$ cat src/rtl/dma_irq_status.sv
module dma_irq_status #(
  parameter int NCH = 4,
  parameter int AW  = 8,
  parameter int DW  = 32
) (
  input  logic              clk,
  input  logic              rst_n,
  input  logic [NCH*22-1:0] ev_i,
  input  logic              reg_we,
  input  logic [AW-1:0]     reg_addr,
  input  logic [DW-1:0]     reg_wdata,
  output logic [DW-1:0]     reg_rdata,
  output logic              ctrl_en_o,
  output logic              irq_o
);
  localparam int SW = 22;
  localparam logic [SW-1:0] VALID = 22'h3F7FE3;
  localparam int A_CFG = 0;
  localparam int A_SUM = 1;
  localparam int CH_BASE = 8;

  logic [SW-1:0] st_q   [NCH];
  logic [SW-1:0] sten_q [NCH];
  logic [SW-1:0] sgen_q [NCH];
  logic [NCH-1:0] pend;
  logic [NCH*SW-1:0] st_flat, sten_flat;
  logic en_q, gie_q;

  always_ff @(posedge clk) begin
    if (!rst_n) begin
      en_q  <= 1'b0;
      gie_q <= 1'b0;
    end else if (reg_we && reg_addr == AW'(A_CFG)) begin
      en_q  <= reg_wdata[0];
      gie_q <= reg_wdata[1];
    end
  end

  for (genvar c = 0; c < NCH; c++) begin : g_ch
    localparam int BA = CH_BASE + 4*c;
    logic w_sten, w_sgen, w_clr;
    logic [SW-1:0] clr_m;
    assign w_sten = reg_we && reg_addr == AW'(BA);
    assign w_sgen = reg_we && reg_addr == AW'(BA + 1);
    assign w_clr  = reg_we && reg_addr == AW'(BA + 3);
    assign clr_m  = w_clr ? reg_wdata[SW-1:0] : '0;

    always_ff @(posedge clk) begin
      if (!rst_n) begin
        st_q[c]   <= '0;
        sten_q[c] <= '0;
        sgen_q[c] <= '0;
      end else begin
        if (w_sten) sten_q[c] <= reg_wdata[SW-1:0] & VALID;
        if (w_sgen) sgen_q[c] <= reg_wdata[SW-1:0] & VALID;
        st_q[c] <= ((st_q[c] & ~clr_m) | (ev_i[c*SW +: SW] & sten_q[c])) & VALID;
      end
    end

    assign pend[c] = |(st_q[c] & sgen_q[c]);
    assign st_flat[c*SW +: SW]   = st_q[c];
    assign sten_flat[c*SW +: SW] = sten_q[c];
  end

  assign ctrl_en_o = en_q;
  assign irq_o     = gie_q & (|pend);

  always_comb begin
    reg_rdata = '0;
    if (reg_addr == AW'(A_CFG)) reg_rdata[1:0] = {gie_q, en_q};
    if (reg_addr == AW'(A_SUM)) reg_rdata[NCH-1:0] = pend;
    for (int c = 0; c < NCH; c++) begin
      if (reg_addr == AW'(CH_BASE + 4*c))     reg_rdata[SW-1:0] = sten_q[c];
      if (reg_addr == AW'(CH_BASE + 4*c + 1)) reg_rdata[SW-1:0] = sgen_q[c];
      if (reg_addr == AW'(CH_BASE + 4*c + 2)) reg_rdata[SW-1:0] = st_q[c];
    end
  end
endmodule


$ cat config.mk
export PLATFORM = sky130hd
export DESIGN_NAME = dma_irq_status
export DESIGN_NICKNAME = d
export VERILOG_FILES = /design/src/rtl/dma_irq_status.sv
export SDC_FILE = /design/constraint.sdc
export NUM_CORES = 1
export LEC_CHECK = 0
export ABC_AREA = 1
export BUFFER_PORTS_ARGS = -buffer_cell sky130_fd_sc_hd__buf_4
export CORE_MARGIN = 1
export CORE_UTILIZATION = 30
export DETAILED_ROUTE_END_ITERATION = 8
export PLACE_DENSITY = 0.51
export SYNTH_ARGS = -nofsm -noshare
export SYNTH_HDL_FRONTEND = slang
export SYNTH_SLANG_ARGS = --single-unit
$ cat constraint.sdc
create_clock -name clk -period 3.6 [get_ports clk]
set_clock_uncertainty 0.1 [all_clocks]
set_input_delay 0.18 -clock clk [delete_from_list [all_inputs] [get_ports clk]]
set_output_delay 0.18 -clock clk [all_outputs]
set_load 0.01 [all_outputs]
==> results of run 1 <==
how the worst max path moves through the flow:
stage	depth (start not counted)	slack [ps]	endpoint
finish	6	840	irq_o
global route	13	620	reg_rdata[0]
CTS	6	770	irq_o
detailed placement	13	1070	reg_rdata[8]
global placement	13	1090	reg_rdata[8]
floorplan	7	700	sten_q[3][0]$_SDFFCE_PN0P_
timing repair:
item	in CTS	in global routing
buffers inserted	0	0
hold buffers	73	0
hold endpoints to repair	74	0
cells by family (layout without fill, tap and decap cells):
| kind of cell | Yosys count | in the layout |
|---|---|---|
| other | 1 | 12 |
| AO/OA/AOI/OAI | 205 | 205 |
| buffers and inverters | 146 | 334 |
| flip-flops | 218 | 218 |
| AND/OR/NAND/NOR | 625 | 625 |
| multiplexers | 2 | 2 |
metal layers:
layer / GRT usage (%) / vias to the layer above / routed length [µm]
li1: - / 4339 / -
met1: 25.1 / 4309 / 14500
met2: 32.5 / 264 / 15500
met3: 2.10 / 40 / 1720
met4: 4.49 / 0 / 703
met5: 0 / - / 0
tightest hold or removal path, delay by kind of cell:
| family | cells | cell delay, ps |
|---|---|---|
| buffers and inverters | 2 | 250 |
| AND/OR/NAND/NOR | 1 | 150 |
sequential cells by signal, indices dropped and copies added (netlist names):
name,cells
sgen_q,72
st_q,72
sten_q,72
ctrl_en_o,1
gie_q,1
layout by cell type, fill, tap and decap left out, types with 35 or more instances in the layout:
cell	n
dlygate4sd3_1	73
a21oi_1	93
o21ai_0	86
edfxtp_1	144
buf_4	138
nor2_1	197
inv_1	71
nand2_1	321
dfxtp_1	74
nand4_1	35
Yosys cell counts, drive strengths merged (7+ instances only):
library cell / count
edfxtp: 144
buf: 35
nand3: 41
a22o: 7
inv: 78
nand2: 323
dfxtp: 74
nor3: 16
a21oi: 93
clkbuf: 33
nand4: 35
nor2: 202
o21ai: 92
stage by stage:
stage	total power (µW)	cells	area, µm²	hold slack (ps)	setup WS, ps
final	5790	1844	13000	59.8	837
after global routing	6000	1844	13000	65.9	622
after CTS	5840	1844	13000	53.4	774
after detailed placement	3360	1726	11500	344	1070
after global placement	3350	1726	11500	343	1090
after floorplan	3140	1208	10200	220	704
power by group:
part	switching (µW)	internal, µW
combinational	275	204
sequential	82.8	2800
clock	1020	1400
layout make-up:
cell class / instances / area [µm²] / share of cell area (%)
Multi-Input combinational cell: 844 / 3790 / 29.2
Clock buffer: 43 / 743 / 5.72
Clock inverter: 2 / 25.0 / 0.193
Timing Repair Buffer: 211 / 1770 / 13.6
Inverter: 78 / 294 / 2.26
Sequential cell: 218 / 5810 / 44.7
Tap cell: 448 / 561 / 4.32
==> reports/metrics.cfg, run 1 <==
[outcome]
outcome = finished, final reports clean

[drt]
routed_wl_um = 32400
viasPerCell = 4.85
drc = 0
firstDrtPassIters = 5
num_vias = 8952
routedWlPerCell_um = 17.6
drt-initial-drc-count = 642
ant_nets = 0

[synth]
synth_compound_area_share_pct = 10.7
ys_seq_area_share_pct = 57.0
synthXorXnorAreaFrac_pct = 0
synth_edf_count = 144
synthCells = 1197
yosys.area_share.adder_pct = 0
ys.flop_type = edfxtp_1
syn_avg_cell_area_um2 = 8.50
ys_warn_count = 0
synth_simple_gate_area_share_pct = 25.9
yosys.area.top_type_share_pct = 42.5
muxShareOfSynthArea_pct = 0.197
synth_top_area_cell = edfxtp_1
synth.distinct_cells = 35
synth-async-reset-ratio_pct = 0
syn_area_um2 = 10200
ys_ff_latch = 218
synth_top_family_by_area = simple AND/OR/NAND/NOR gates
synthTopCellsByArea = edfxtp_1 (42%), dfxtp_1 (15%), nand2_1 (12%)

[critical_path]
cp.arrival_ps = 2480
crit_family = compound AO/OA/AOI/OAI gates
startpoint = sgen_q[3][15]$_SDFFCE_PN0P_
r2r_setup_slack_ps = 2730
cp_slowest_cell = a221oi_1
max_stage_delay_ps = 420
end_kind = output port
reg2reg_from = sten_q[2][11]$_SDFFCE_PN0P_
critical_path_class = reg2out
crit_path_start_kind = flop
reg2reg_to = st_q[1][11]$_SDFF_PN0_
crit_chain = a22o_1 > a221oi_1 > nand4_1 > nor2_1 > a41oi_1 > buf_4
r2r_cells = 2
crit_fanout = 2
path_buf_inv = 1
worst_ep_required_time_ps = 3320

[floorplan]
dieArea_um2 = 34700
die_y_um = 186
num_rows = 67
initial_core_util_pct = 30.4
core_um2 = 33400
io_pins = 165
die_w_um = 186

[clock_network]
cts_sinks = 218
cts_root_buffer = clkbuf_16
cts_tree = built
clkTransAtPathRegs_ps = 60
cts_max_level = 1
cts_resized = 0
numCtsBuffers = 25
clockBufferDepth = 3
clk_latency_ps = 530

[final_layout]
drive_gt1_share_pct = 14.3
nFillCells = 3413
area_growth_pct = 27.6
final_util_pct = 38.8
n_antenna_cell = 0
fin_nets = 1509

[sta]
fmax_ghz = 0.362
fin_crit_ps = 2760
worstMarginPinSlew_ps = 935
finalSetupViolCount = 0
grt_setup_unrepaired = false
hold_viol = 0
setup_tns_ps = 0
relSlewSlack_pct = 37.5
slew_viol_final = 0
period_share_pct = 76.8

[grt]
grt_pass1_wl_um = 49100
antenna_found_initial = 0
grt_use_total_pct = 18.8
grt_pass1_vias = 8765
overflow = 0
grt_max_degree = 55

[run]
cap_violations = 0

[min_path]
min_to = sten_q[0][10]$_SDFFCE_PN0P_
hold_depth = 3
hp-class = in2reg
hold_start = reg_wdata[13]

[placed_design]
dp_hpwl_um = 23000
finalWeightedCongestion = 0.853
port_buffers = 122

[power]
powerDensity_nw_per_um2 = 445
vdd_drop_max_mv = 0.311
leakage_uw = 0.00528

No activity file was read; power rests on OpenSTA's default activity.
==> inputs of run 2 (changes only) <==
Settings changed: PLACE_DENSITY 0.51 to 0.52.
Clock period 3.6 ns to 2.3 ns, I/O delays scaled along.
==> reports/metrics.cfg, run 2 (same netlist as run 1, synthesis figures left out) <==
[outcome]
outcome = complete, but fails checks
violations = setup timing

[floorplan]
num_rows = 67
io_pins = 165
initial_core_util_pct = 30.4
core_um2 = 33400
die_y_um = 186
die_w_um = 186
dieArea_um2 = 34700

[min_path]
hp-class = in2reg
hold_depth = 3

[sta]
finalSetupViolCount = 3
relSlewSlack_pct = 63.0
setup_ws_ps = -205
hold_ws_ps = 5.97
grt_setup_unrepaired = true
worstMarginPinSlew_ps = 554
setup_tns_ps = -417
slew_viol_final = 0
fmax_ghz = 0.399
fin_crit_ps = 2500
hold_viol = 0
period_share_pct = 109

[critical_path]
critical_path_class = reg2out
cp.arrival_ps = 2290
max_stage_delay_ps = 380
crit_family = simple AND/OR/NAND/NOR gates
worst_ep_required_time_ps = 2090
path_buf_inv = 1
crit_fanout = 2
end_kind = output port
worst-path-stages = 13
crit_chain = nand2_1 > nand2_1 > nor2_2 > nand3_2 > o21ai_2 > nand4_1 > nor2_2 > nand4_1 > nand2_1 > nand2_1 > nand2_1 > nand3_2 > buf_6
cp_slowest_cell = edfxtp_1
r2r_cells = 2
path_common_cell = nand2_1
crit_path_start_kind = flop

[final_layout]
n_antenna_cell = 0
final_common_cell = nand2_1
fin_nets = 1554
postLayoutCellArea_um2 = 13600
area_growth_pct = 33.8
top_regs = sgen_q x72, st_q x72, sten_q x72
seq_area_um2 = 5810
multi_input_area_um2 = 3960
layout_common_cells = nand2_1 (317), nor2_1 (192), buf_4 (175), edfxtp_1 (144), a21oi_1 (91)
drive_gt1_share_pct = 19.4
nFillCells = 3433

[drt]
routed_wl_um = 33000
ant_nets = 0
drt-initial-drc-count = 687
routedWlPerCell_um = 17.5
viasPerCell = 4.82
firstDrtPassIters = 7
drc = 0
num_vias = 9102

[clock_network]
numCtsBuffers = 26
clockBufferDepth = 3
cts_root_buffer = clkbuf_16
cts_tree = built
clkTransAtPathRegs_ps = 60
cts_max_level = 1
cts_sinks = 218
clk_latency_ps = 520

[placed_design]
port_buffers = 122
finalWeightedCongestion = 0.863
placed_area_um2 = 11900
dp_hpwl_um = 23600

[power]
powerDensity_nw_per_um2 = 689
power_frac_seq_pct = 48.3
p_int_uw = 7150
swShare_pct = 23.7
leakage_uw = 0.00557
vdd_drop_max_mv = 0.522
p_switching_uw = 2230
combPwrFrac_pct = 8.9
p_clk_share_pct = 42.8

[grt]
grt_use_total_pct = 19.3
grt_max_degree = 36
antenna_found_initial = 0
grt_pass1_wl_um = 50600
grt_pass1_vias = 9069
overflow = 0

[run]
cap_violations = 0

## run 2: cell type report
class | instances | share of cell area, %
tap | 448 | 4.12
sequential | 218 | 42.6
inverter | 78 | 2.18
clock inverter | 12 | 0.818
multi-input combinational | 844 | 29.1
clock buffer | 34 | 5.23
timing repair buffer | 255 | 16.0
## run 2: worst reg2reg max path, stage by stage, from the launching register on
cell and delay (ps):
edfxtp_1 480, nand2_1 110, a21oi_1 60
## run 2: metal layers
layer  vias up  track usage (%)  part of all wire [%]
met5         -                0                     0
met4         0             4.85                   2.1
met3        44             2.16                   5.7
met2       283             32.9                    48
met1      4343             26.1                    44
li1       4432                -                     -
## run 2: what timing repair did
item / 4_1_cts / 5_1_grt
endpoints found under the hold margin: 74 / 0
buffers inserted: 3 / 1
pin swaps: 8 / 10
hold buffers: 73 / 0
gates resized for setup: 13 / 28
endpoints found under the setup margin: 6 / 15
## run 2: power groups by stage
stage	Sequential, µW	Clock (µW)	Combinational [µW]
after floorplan	4560	0	356
after global placement	4590	0	690
after detailed placement	4600	0	700
after CTS	4520	4110	822
after global routing	4550	4260	920
final	4530	4020	835
## run 2: worst paths after layout
check                                   start                           to  slack [ps]
setup / recovery  sgen_q[0][15]$_SDFFCE_PN0P_                 reg_rdata[0]        -200
hold / removal                  reg_wdata[14]  sten_q[3][11]$_SDFFCE_PN0P_           6
setup reg to reg  sten_q[2][11]$_SDFFCE_PN0P_       st_q[1][11]$_SDFF_PN0_        1440
hold reg to reg         st_q[1][4]$_SDFF_PN0_        st_q[1][4]$_SDFF_PN0_         370
## run 2: through the flow
step	total power (µW)	setup WS, ps	std cells	util [%]
5_1_grt	9730	-339	1889	40.7
6_report	9380	-205	1889	40.7
2_1_floorplan	4910	143	1208	-
4_1_cts	9450	-228	1888	40.3
3_5_place_dp	5300	-30.4	1766	35.5
3_3_place_gp	5280	-58.3	1766	35.5
